==> config.mk <==
export PLATFORM = sky130hd
export DESIGN_NAME = tmr_coherent_top
export DESIGN_NICKNAME = d
export VERILOG_FILES = /design/src/rtl/tmr_pkg.sv /design/src/rtl/tmr_edge_sync.sv /design/src/rtl/tmr_counter.sv /design/src/rtl/tmr_regbus.sv /design/src/rtl/tmr_coherent_top.sv
export SDC_FILE = /design/constraint.sdc
export NUM_CORES = 1
export LEC_CHECK = 0
export ABC_CLOCK_PERIOD_IN_PS = 4300
export BUFFER_PORTS_ARGS = -buffer_cell sky130_fd_sc_hd__buf_2
export CAP_MARGIN = 10
export CORE_ASPECT_RATIO = 1.5
export CORE_UTILIZATION = 27
export CTS_CLUSTER_DIAMETER = 120
export DETAILED_ROUTE_END_ITERATION = 10
export PLACE_DENSITY = 0.53
export SYNTH_ARGS = -nofsm -noshare
export SYNTH_HDL_FRONTEND = slang
export SYNTH_SLANG_ARGS = --single-unit
==> constraint.sdc <==
create_clock -name clk -period 4.3 [get_ports clk]
set_clock_uncertainty 0.05 [all_clocks]
set_input_delay 0.43 -clock clk [delete_from_list [all_inputs] [get_ports clk]]
set_output_delay 0.43 -clock clk [all_outputs]
set_load 0.02 [all_outputs]
==> src/rtl/tmr_pkg.sv <==
package tmr_pkg;
  localparam int unsigned ADDR_W = 4;

  typedef enum logic [ADDR_W-1:0] {
    A_CNT_LO  = 4'h0,
    A_CNT_HI  = 4'h1,
    A_CAPA_LO = 4'h2,
    A_CAPA_HI = 4'h3,
    A_CAPB_LO = 4'h4,
    A_CAPB_HI = 4'h5,
    A_CMPA_LO = 4'h6,
    A_CMPA_HI = 4'h7,
    A_CMPB_LO = 4'h8,
    A_CMPB_HI = 4'h9,
    A_CTRL    = 4'hA
  } tmr_addr_e;
endpackage

==> src/rtl/tmr_edge_sync.sv <==
module tmr_edge_sync #(
  parameter int unsigned STAGES = 2
) (
  input  logic clk,
  input  logic rst_n,
  input  logic din,
  output logic rise
);
  // sr[STAGES-1:0] is the synchronizer chain; sr[STAGES] holds the previous level
  logic [STAGES:0] sr_q, sr_d;

  always_comb begin
    sr_d = {sr_q[STAGES-1:0], din};
  end

  always_ff @(posedge clk or negedge rst_n) begin
    if (!rst_n) sr_q <= '0;
    else        sr_q <= sr_d;
  end

  assign rise = sr_q[STAGES-1] & ~sr_q[STAGES];

  // a detected edge lasts exactly one cycle
  a_r7_rise_single: assert property (@(posedge clk) disable iff (!rst_n)
    rise |=> !rise);
endmodule

==> src/rtl/tmr_counter.sv <==
module tmr_counter #(
  parameter  int unsigned DATA_W = 8,
  localparam int unsigned CNT_W  = 2 * DATA_W
) (
  input  logic              clk,
  input  logic              rst_n,
  input  logic              tick,
  input  logic              wr_lo,
  input  logic              wr_hi,
  input  logic [DATA_W-1:0] wdata,
  output logic [CNT_W-1:0]  cnt_q,
  output logic [CNT_W-1:0]  cnt_d,
  output logic              cnt_load
);
  always_comb begin
    cnt_d = cnt_q;
    if (wr_lo || wr_hi) begin
      if (wr_lo) cnt_d[DATA_W-1:0]     = wdata;
      if (wr_hi) cnt_d[CNT_W-1:DATA_W] = wdata;
    end else if (tick) begin
      cnt_d = cnt_q + CNT_W'(1);
    end
    cnt_load = wr_lo | wr_hi | tick;
  end

  always_ff @(posedge clk or negedge rst_n) begin
    if (!rst_n)        cnt_q <= '0;
    else if (cnt_load) cnt_q <= cnt_d;
  end

  // increment by one with wrap when ticking and not written
  a_r6_increment: assert property (@(posedge clk) disable iff (!rst_n)
    (tick && !wr_lo && !wr_hi) |=> cnt_q == $past(cnt_q) + CNT_W'(1));

  // a low-byte write lands on the next edge
  a_r11_lo_load: assert property (@(posedge clk) disable iff (!rst_n)
    wr_lo |=> cnt_q[DATA_W-1:0] == $past(wdata));

  // a high-byte write leaves the low byte alone
  a_r11_hi_only: assert property (@(posedge clk) disable iff (!rst_n)
    (wr_hi && !wr_lo) |=> cnt_q[DATA_W-1:0] == $past(cnt_q[DATA_W-1:0]));
endmodule

==> src/rtl/tmr_regbus.sv <==
module tmr_regbus
  import tmr_pkg::*;
#(
  parameter  int unsigned DATA_W = 8,
  localparam int unsigned CNT_W  = 2 * DATA_W,
  localparam int unsigned NCH    = 2
) (
  input  logic                      clk,
  input  logic                      rst_n,
  input  logic [ADDR_W-1:0]         addr,
  input  logic                      rd_en,
  input  logic                      wr_en,
  input  logic [DATA_W-1:0]         wdata,
  output logic [DATA_W-1:0]         rd_data,
  input  logic [CNT_W-1:0]          cnt_q,
  input  logic [CNT_W-1:0]          cnt_d,
  input  logic                      cnt_load,
  input  logic [NCH-1:0][CNT_W-1:0] cap_q,
  output logic                      run,
  output logic                      ext_sel,
  output logic                      cnt_wr_lo,
  output logic                      cnt_wr_hi,
  output logic [NCH-1:0]            cmp_pulse
);
  tmr_addr_e sel;
  assign sel = tmr_addr_e'(addr);

  logic [DATA_W-1:0]         shadow_q, shadow_d;
  logic                      shadow_en;
  logic [NCH-1:0][CNT_W-1:0] cmp_q, cmp_d;
  logic [NCH-1:0][DATA_W-1:0] stage_q, stage_d;
  logic [NCH-1:0]            pulse_q, pulse_d;
  logic                      run_q, ext_q, ctrl_we;

  assign ctrl_we   = wr_en && (sel == A_CTRL);
  assign cnt_wr_lo = wr_en && (sel == A_CNT_LO);
  assign cnt_wr_hi = wr_en && (sel == A_CNT_HI);

  // Low-byte read of any pair latches that pair's high byte
  always_comb begin
    shadow_en = 1'b0;
    shadow_d  = shadow_q;
    if (rd_en) begin
      case (sel)
        A_CNT_LO:  begin shadow_en = 1'b1; shadow_d = cnt_q[CNT_W-1:DATA_W];    end
        A_CAPA_LO: begin shadow_en = 1'b1; shadow_d = cap_q[0][CNT_W-1:DATA_W]; end
        A_CAPB_LO: begin shadow_en = 1'b1; shadow_d = cap_q[1][CNT_W-1:DATA_W]; end
        default: ;
      endcase
    end
  end

  // Compare channels: stage low byte, commit on high byte, flag a fresh match
  always_comb begin
    for (int ch = 0; ch < NCH; ch++) begin
      stage_d[ch] = stage_q[ch];
      cmp_d[ch]   = cmp_q[ch];
      if (wr_en && addr == ADDR_W'(int'(A_CMPA_LO) + 2 * ch))
        stage_d[ch] = wdata;
      if (wr_en && addr == ADDR_W'(int'(A_CMPA_HI) + 2 * ch))
        cmp_d[ch] = {wdata, stage_q[ch]};
      pulse_d[ch] = cnt_load && (cnt_d == cmp_d[ch]);
    end
  end

  always_ff @(posedge clk or negedge rst_n) begin
    if (!rst_n) begin
      shadow_q <= '0;
      cmp_q    <= '0;
      stage_q  <= '0;
      pulse_q  <= '0;
      run_q    <= 1'b0;
      ext_q    <= 1'b0;
    end else begin
      if (shadow_en) shadow_q <= shadow_d;
      if (ctrl_we) begin
        run_q <= wdata[0];
        ext_q <= wdata[1];
      end
      stage_q <= stage_d;
      cmp_q   <= cmp_d;
      pulse_q <= pulse_d;
    end
  end

  always_comb begin
    case (sel)
      A_CNT_LO:  rd_data = cnt_q[DATA_W-1:0];
      A_CAPA_LO: rd_data = cap_q[0][DATA_W-1:0];
      A_CAPB_LO: rd_data = cap_q[1][DATA_W-1:0];
      A_CNT_HI, A_CAPA_HI, A_CAPB_HI: rd_data = shadow_q;
      A_CMPA_LO: rd_data = cmp_q[0][DATA_W-1:0];
      A_CMPA_HI: rd_data = cmp_q[0][CNT_W-1:DATA_W];
      A_CMPB_LO: rd_data = cmp_q[1][DATA_W-1:0];
      A_CMPB_HI: rd_data = cmp_q[1][CNT_W-1:DATA_W];
      A_CTRL:    rd_data = DATA_W'({ext_q, run_q});
      default:   rd_data = '0;
    endcase
  end

  assign run       = run_q;
  assign ext_sel   = ext_q;
  assign cmp_pulse = pulse_q;

  // count low read latches live high byte
  a_r2_shadow_latch: assert property (@(posedge clk) disable iff (!rst_n)
    (rd_en && sel == A_CNT_LO) |=> shadow_q == $past(cnt_q[CNT_W-1:DATA_W]));

  // high read never returns the live high byte path
  a_r3_hi_from_shadow: assert property (@(posedge clk) disable iff (!rst_n)
    (rd_en && sel == A_CNT_HI) |=> shadow_q == $past(shadow_q));

  // a compare pulse only while the count equals the compare value
  a_r9_match_a: assert property (@(posedge clk) disable iff (!rst_n)
    pulse_q[0] |-> cnt_q == cmp_q[0]);
  a_r9_match_b: assert property (@(posedge clk) disable iff (!rst_n)
    pulse_q[1] |-> cnt_q == cmp_q[1]);

  // staging the low byte does not change the active compare
  a_r10_lo_staged: assert property (@(posedge clk) disable iff (!rst_n)
    (wr_en && sel == A_CMPA_LO) |=> cmp_q[0] == $past(cmp_q[0]));
endmodule

==> src/rtl/tmr_coherent_top.sv <==
module tmr_coherent_top
  import tmr_pkg::*;
#(
  parameter  int unsigned DATA_W      = 8,
  parameter  int unsigned SYNC_STAGES = 2,
  localparam int unsigned CNT_W       = 2 * DATA_W,
  localparam int unsigned NCH         = 2,
  localparam int unsigned NPIN        = NCH + 1
) (
  input  logic              clk,
  input  logic              rst_n,
  input  logic              ext_clk,
  input  logic              cap_a_in,
  input  logic              cap_b_in,
  input  logic [ADDR_W-1:0] addr,
  input  logic              rd_en,
  input  logic              wr_en,
  input  logic [DATA_W-1:0] wdata,
  output logic [DATA_W-1:0] rd_data,
  output logic              cmp_a_out,
  output logic              cmp_b_out
);
  // Reset: asserted asynchronously, released on the clock
  logic rst_meta_q, rst_int_n;
  always_ff @(posedge clk or negedge rst_n) begin
    if (!rst_n) begin
      rst_meta_q <= 1'b0;
      rst_int_n  <= 1'b0;
    end else begin
      rst_meta_q <= 1'b1;
      rst_int_n  <= rst_meta_q;
    end
  end

  // Pin 0 = external clock, pins 1..NCH = capture triggers
  logic [NPIN-1:0] pin_raw, pin_rise;
  assign pin_raw = {cap_b_in, cap_a_in, ext_clk};

  for (genvar i = 0; i < NPIN; i++) begin : g_pin
    tmr_edge_sync #(.STAGES(SYNC_STAGES)) u_sync (
      .clk  (clk),
      .rst_n(rst_int_n),
      .din  (pin_raw[i]),
      .rise (pin_rise[i])
    );
  end

  logic [CNT_W-1:0] cnt_q, cnt_d;
  logic             cnt_load, tick, run, ext_sel, cnt_wr_lo, cnt_wr_hi;
  logic [NCH-1:0]   cmp_pulse;
  logic [NCH-1:0][CNT_W-1:0] cap_q, cap_d;

  assign tick = run & (ext_sel ? pin_rise[0] : 1'b1);

  tmr_counter #(.DATA_W(DATA_W)) u_cnt (
    .clk     (clk),
    .rst_n   (rst_int_n),
    .tick    (tick),
    .wr_lo   (cnt_wr_lo),
    .wr_hi   (cnt_wr_hi),
    .wdata   (wdata),
    .cnt_q   (cnt_q),
    .cnt_d   (cnt_d),
    .cnt_load(cnt_load)
  );

  always_comb begin
    for (int ch = 0; ch < NCH; ch++)
      cap_d[ch] = pin_rise[ch+1] ? cnt_q : cap_q[ch];
  end

  always_ff @(posedge clk or negedge rst_int_n) begin
    if (!rst_int_n) cap_q <= '0;
    else            cap_q <= cap_d;
  end

  tmr_regbus #(.DATA_W(DATA_W)) u_bus (
    .clk      (clk),
    .rst_n    (rst_int_n),
    .addr     (addr),
    .rd_en    (rd_en),
    .wr_en    (wr_en),
    .wdata    (wdata),
    .rd_data  (rd_data),
    .cnt_q    (cnt_q),
    .cnt_d    (cnt_d),
    .cnt_load (cnt_load),
    .cap_q    (cap_q),
    .run      (run),
    .ext_sel  (ext_sel),
    .cnt_wr_lo(cnt_wr_lo),
    .cnt_wr_hi(cnt_wr_hi),
    .cmp_pulse(cmp_pulse)
  );

  assign cmp_a_out = cmp_pulse[0];
  assign cmp_b_out = cmp_pulse[1];

  // a capture edge copies the count of that cycle
  a_r8_capture_a: assert property (@(posedge clk) disable iff (!rst_int_n)
    pin_rise[1] |=> cap_q[0] == $past(cnt_q));

  // no edge, no change
  a_r8_hold_b: assert property (@(posedge clk) disable iff (!rst_int_n)
    !pin_rise[2] |=> cap_q[1] == $past(cap_q[1]));

  // running from system clock never stalls, even during reads
  a_r12_no_stall: assert property (@(posedge clk) disable iff (!rst_int_n)
    (run && !ext_sel && rd_en) |=> cnt_q != $past(cnt_q));
endmodule

==> out/metrics.yaml <==
clocking:
  htree_levels: 4
  postCtsSetupRepairBufs: 0
  cts_sinks: 119
  cts_buffers: 17
  cts_tree: "built"
  cts.clk_slew.worst_paths_ns: 0.06
  cts-root-buf: "clkbuf_16"
  hold_buffers: 1
  cts.path.max_buffers: 2
  cts_resized: 0
  insertion_delay_ns: 0.43
grt:
  grt_usage_pct: 18.1
  overflow: 0
  grt_max_degree: 55
  antenna_found_initial: 0
  grt_pass1_vias: 4810
  grt_pass1_wl_um: 29500
die:
  start_util_pct: 27.6
  core-area_sq_um: 21800
  die_h_um: 185
  die-area_sq_um: 22900
  die_x_um: 124
  row_count: 66
  ios: 29
power:
  vdd_drop_max_v: 0.000296
  pwr-share-seq_pct: 41.0
  p_leak_nw: 3.10
  p_clk_share_pct: 35.6
  switching_share_pct: 34.2
  power.share.combinational_pct: 23.4
  switching_power_mw: 1.48
  p_int_mw: 2.85
  finalPower_mw: 4.33
  powerDensity_nw_per_um2: 613
timing:
  min_period_ns: 3.19
  hold_viol_final: 0
  finalSetupViolations: 0
  tightest_slew_ns: 1.10
  period_share_pct: 74.3
  rsz0062_at_grt: "false"
  fmaxAchievable_ghz: 0.313
  slew_headroom_pct: 26.2
  finalSetupTns_ns: 0
  final_max_slew_viol_count: 0
drt:
  drt_wl_total_um: 19100
  vias: 4738
  wl_per_cell_um: 21.1
  drtIter0Drc: 319
  drc: 0
  first_pass_iters: 5
  ant_nets: 0
  detail_route.vias_per_cell: 5.22
synthesis:
  synth_top_area_share_pct: 49.5
  yosys_warnings: 0
  ys_ff_latch: 119
  yosysUniqueCellTypes: 64
  synth.avg_cell_area_sq_um: 10.1
  synth_async_sr_flop_share_pct: 100
  synthesis.nets: 618
  netlist_instances: 598
  seq_area_frac_synth_pct: 49.5
  ys.flop_type: "dfrtp_1"
  synth_area_leaders: "dfrtp_1 (50%), mux2_2 (8.8%), nand2_1 (7.4%), xnor2_1 (2.6%), a21oi_1 (2.4%)"
  syn_area_sq_um: 6010
  synth-edff-count: 0
  yosys.area.top_type: "dfrtp_1"
hold_path:
  hold-path-endpoint: "g_pin[2].u_sync.sr_q[0]$_DFF_PN0_"
  min_path_cells: 1
  min_from: "cap_b_in"
  hold_path_class: "primary input to flop"
placed_design:
  dp.cells: 874
  placed_area_sq_um: 6410
  portBuffers: 28
  dpl.hpwl_um: 14000
  gp_congestion: 0.920
critical_path:
  critPathArrivalTime_ns: 3.47
  r2r_cells: 8
  crit_type: "primary input to flop"
  critPathMaxFanout: 24
  r2r-end: "u_bus.cmp_pulse[1]$_DFF_PN0_"
  start_kind: "primary input"
  end_kind: "flop"
  r2r_slack_ns: 1.19
  rr_startpoint: "u_cnt.cnt_q[0]$_DFFE_PN0P_"
  required_ns: 4.58
cells_and_area:
  synthToLayoutAreaGrowth_pct: 17.4
  antenna_cells: 0
  stdcell_count: 907
  layout-drive-gt1-share_pct: 20.5
  seqCellArea_sq_um: 2980
  fin_area_sq_um: 7060
  multi_input_area_sq_um: 2800
  nets: 642
  fillCellCount: 2248
run_status:
  status: "completed"
run:
  cap_viol_max_count: 0
-- Yosys cell counts, types with 4 or more instances --
library cell / number
xnor2_1: 18
inv_1: 17
nand3_1: 15
nor3_1: 6
a311o_1: 4
o21ai_0: 26
nor2b_1: 11
clkbuf_1: 19
xor2_1: 10
nand4_1: 4
nor2_1: 23
a21oi_1: 29
and3_1: 7
mux2_2: 47
o22ai_1: 5
a22oi_1: 12
a22o_1: 13
dfrtp_1: 119
a221o_1: 4
buf_2: 8
and2_1: 5
mux2i_1: 4
or4_1: 4
nand2_1: 118
o211ai_1: 8
buf_1: 4
or3_1: 4
-- logic make-up after synthesis --
family	after synthesis	synth area share (%)
AOI/OAI and AO/OA	132	15.6
xor gates and xnor gates	28	4.08
adders and majority gates	1	0.208
buffers and inverters	52	3.85
DFF	119	49.5
muxes	54	10.3
other	1	0.0624
and+or+nand+nor	211	16.3
-- per-stage QoR --
stage          setup WS, ns  util, %  hold slack [ns]
4_1_cts                1.21     32.4           0.0479
3_5_place_dp          0.771     29.4            0.169
2_1_floorplan         0.689        -           0.0844
5_1_grt               0.980     32.4           0.0431
3_3_place_gp          0.795     29.4            0.166
6_report               1.11     32.4           0.0545
-- power groups by stage --
| stage | Clock [mW] | Sequential (mW) | Combinational, mW |
|---|---|---|---|
| 2_1_floorplan | 0 | 1.59 | 0.801 |
| 6_report | 1.54 | 1.77 | 1.01 |
| 4_1_cts | 1.57 | 1.77 | 1.01 |
| 3_5_place_dp | 0 | 1.78 | 1.01 |
| 5_1_grt | 1.62 | 1.80 | 1.12 |
| 3_3_place_gp | 0 | 1.78 | 0.998 |
-- registers in the layout, summed over array words and instances, names as in the netlist --
signal,count
rst_meta_q,1
u_bus.ext_sel,1
u_bus.run,1
u_bus.shadow_q,8
u_bus.cmp_q,32
cap_q,32
u_cnt.cnt_q,16
u_bus.stage_q,16
g_pin.u_sync.sr_q,9
rst_int_n,1
u_bus.cmp_pulse,2
-- metal layers --
layer / up-vias / track usage, % / routed length (um)
li1: 2172 / - / -
met1: 2339 / 19.6 / 7200
met2: 167 / 30.2 / 9710
met3: 60 / 3.96 / 768
met4: 0 / 13.7 / 1460
met5: - / 0 / 0
-- critical path, cell delays in order --
cell and delay (ns):
buf_2 0.25, nor4b_2 1.00, nand2_1 0.43, o211ai_1 0.45, xnor2_1 0.10, or4_1 0.54, nor4_2 0.26
-- cell usage in the layout, fill, tap and decap left out, types with 10 or more instances in the layout --
cell / count
a22oi_1: 12
dfrtp_1: 118
nand2_1: 118
nor2_1: 23
xnor2_1: 18
clkbuf_16: 17
mux2_2: 47
o21ai_0: 26
a22o_1: 13
nor2b_1: 11
a21oi_1: 29
nand3_1: 15
inv_1: 17
xor2_1: 10
buf_4: 11
buf_2: 28
-- final cells by class --
| type | count | area share (%) |
|---|---|---|
| inverter | 17 | 0.904 |
| sequential | 119 | 42.2 |
| tap | 272 | 4.82 |
| clock buffer | 18 | 6.22 |
| clock inverter | 14 | 2.84 |
| timing repair buffer | 40 | 3.30 |
| multi-input combinational | 427 | 39.7 |
-- worst max-delay path by stage --
stage | startpoint | to | slack [ns] | cells past startpoint
after floorplan | rst_int_n$_DFF_PN0_ | cap_q[0]$_DFFE_PN0P_ | 0.69 | 0
after global placement | addr[1] | u_bus.cmp_pulse[0]$_DFF_PN0_ | 0.80 | 8
after detailed placement | addr[1] | u_bus.cmp_pulse[0]$_DFF_PN0_ | 0.77 | 7
after CTS | addr[1] | u_bus.cmp_pulse[0]$_DFF_PN0_ | 1.21 | 8
after global routing | addr[1] | u_bus.cmp_pulse[1]$_DFF_PN0_ | 0.98 | 7
final | addr[1] | u_bus.cmp_pulse[0]$_DFF_PN0_ | 1.11 | 7
No activity file was read; power rests on OpenSTA's default activity.
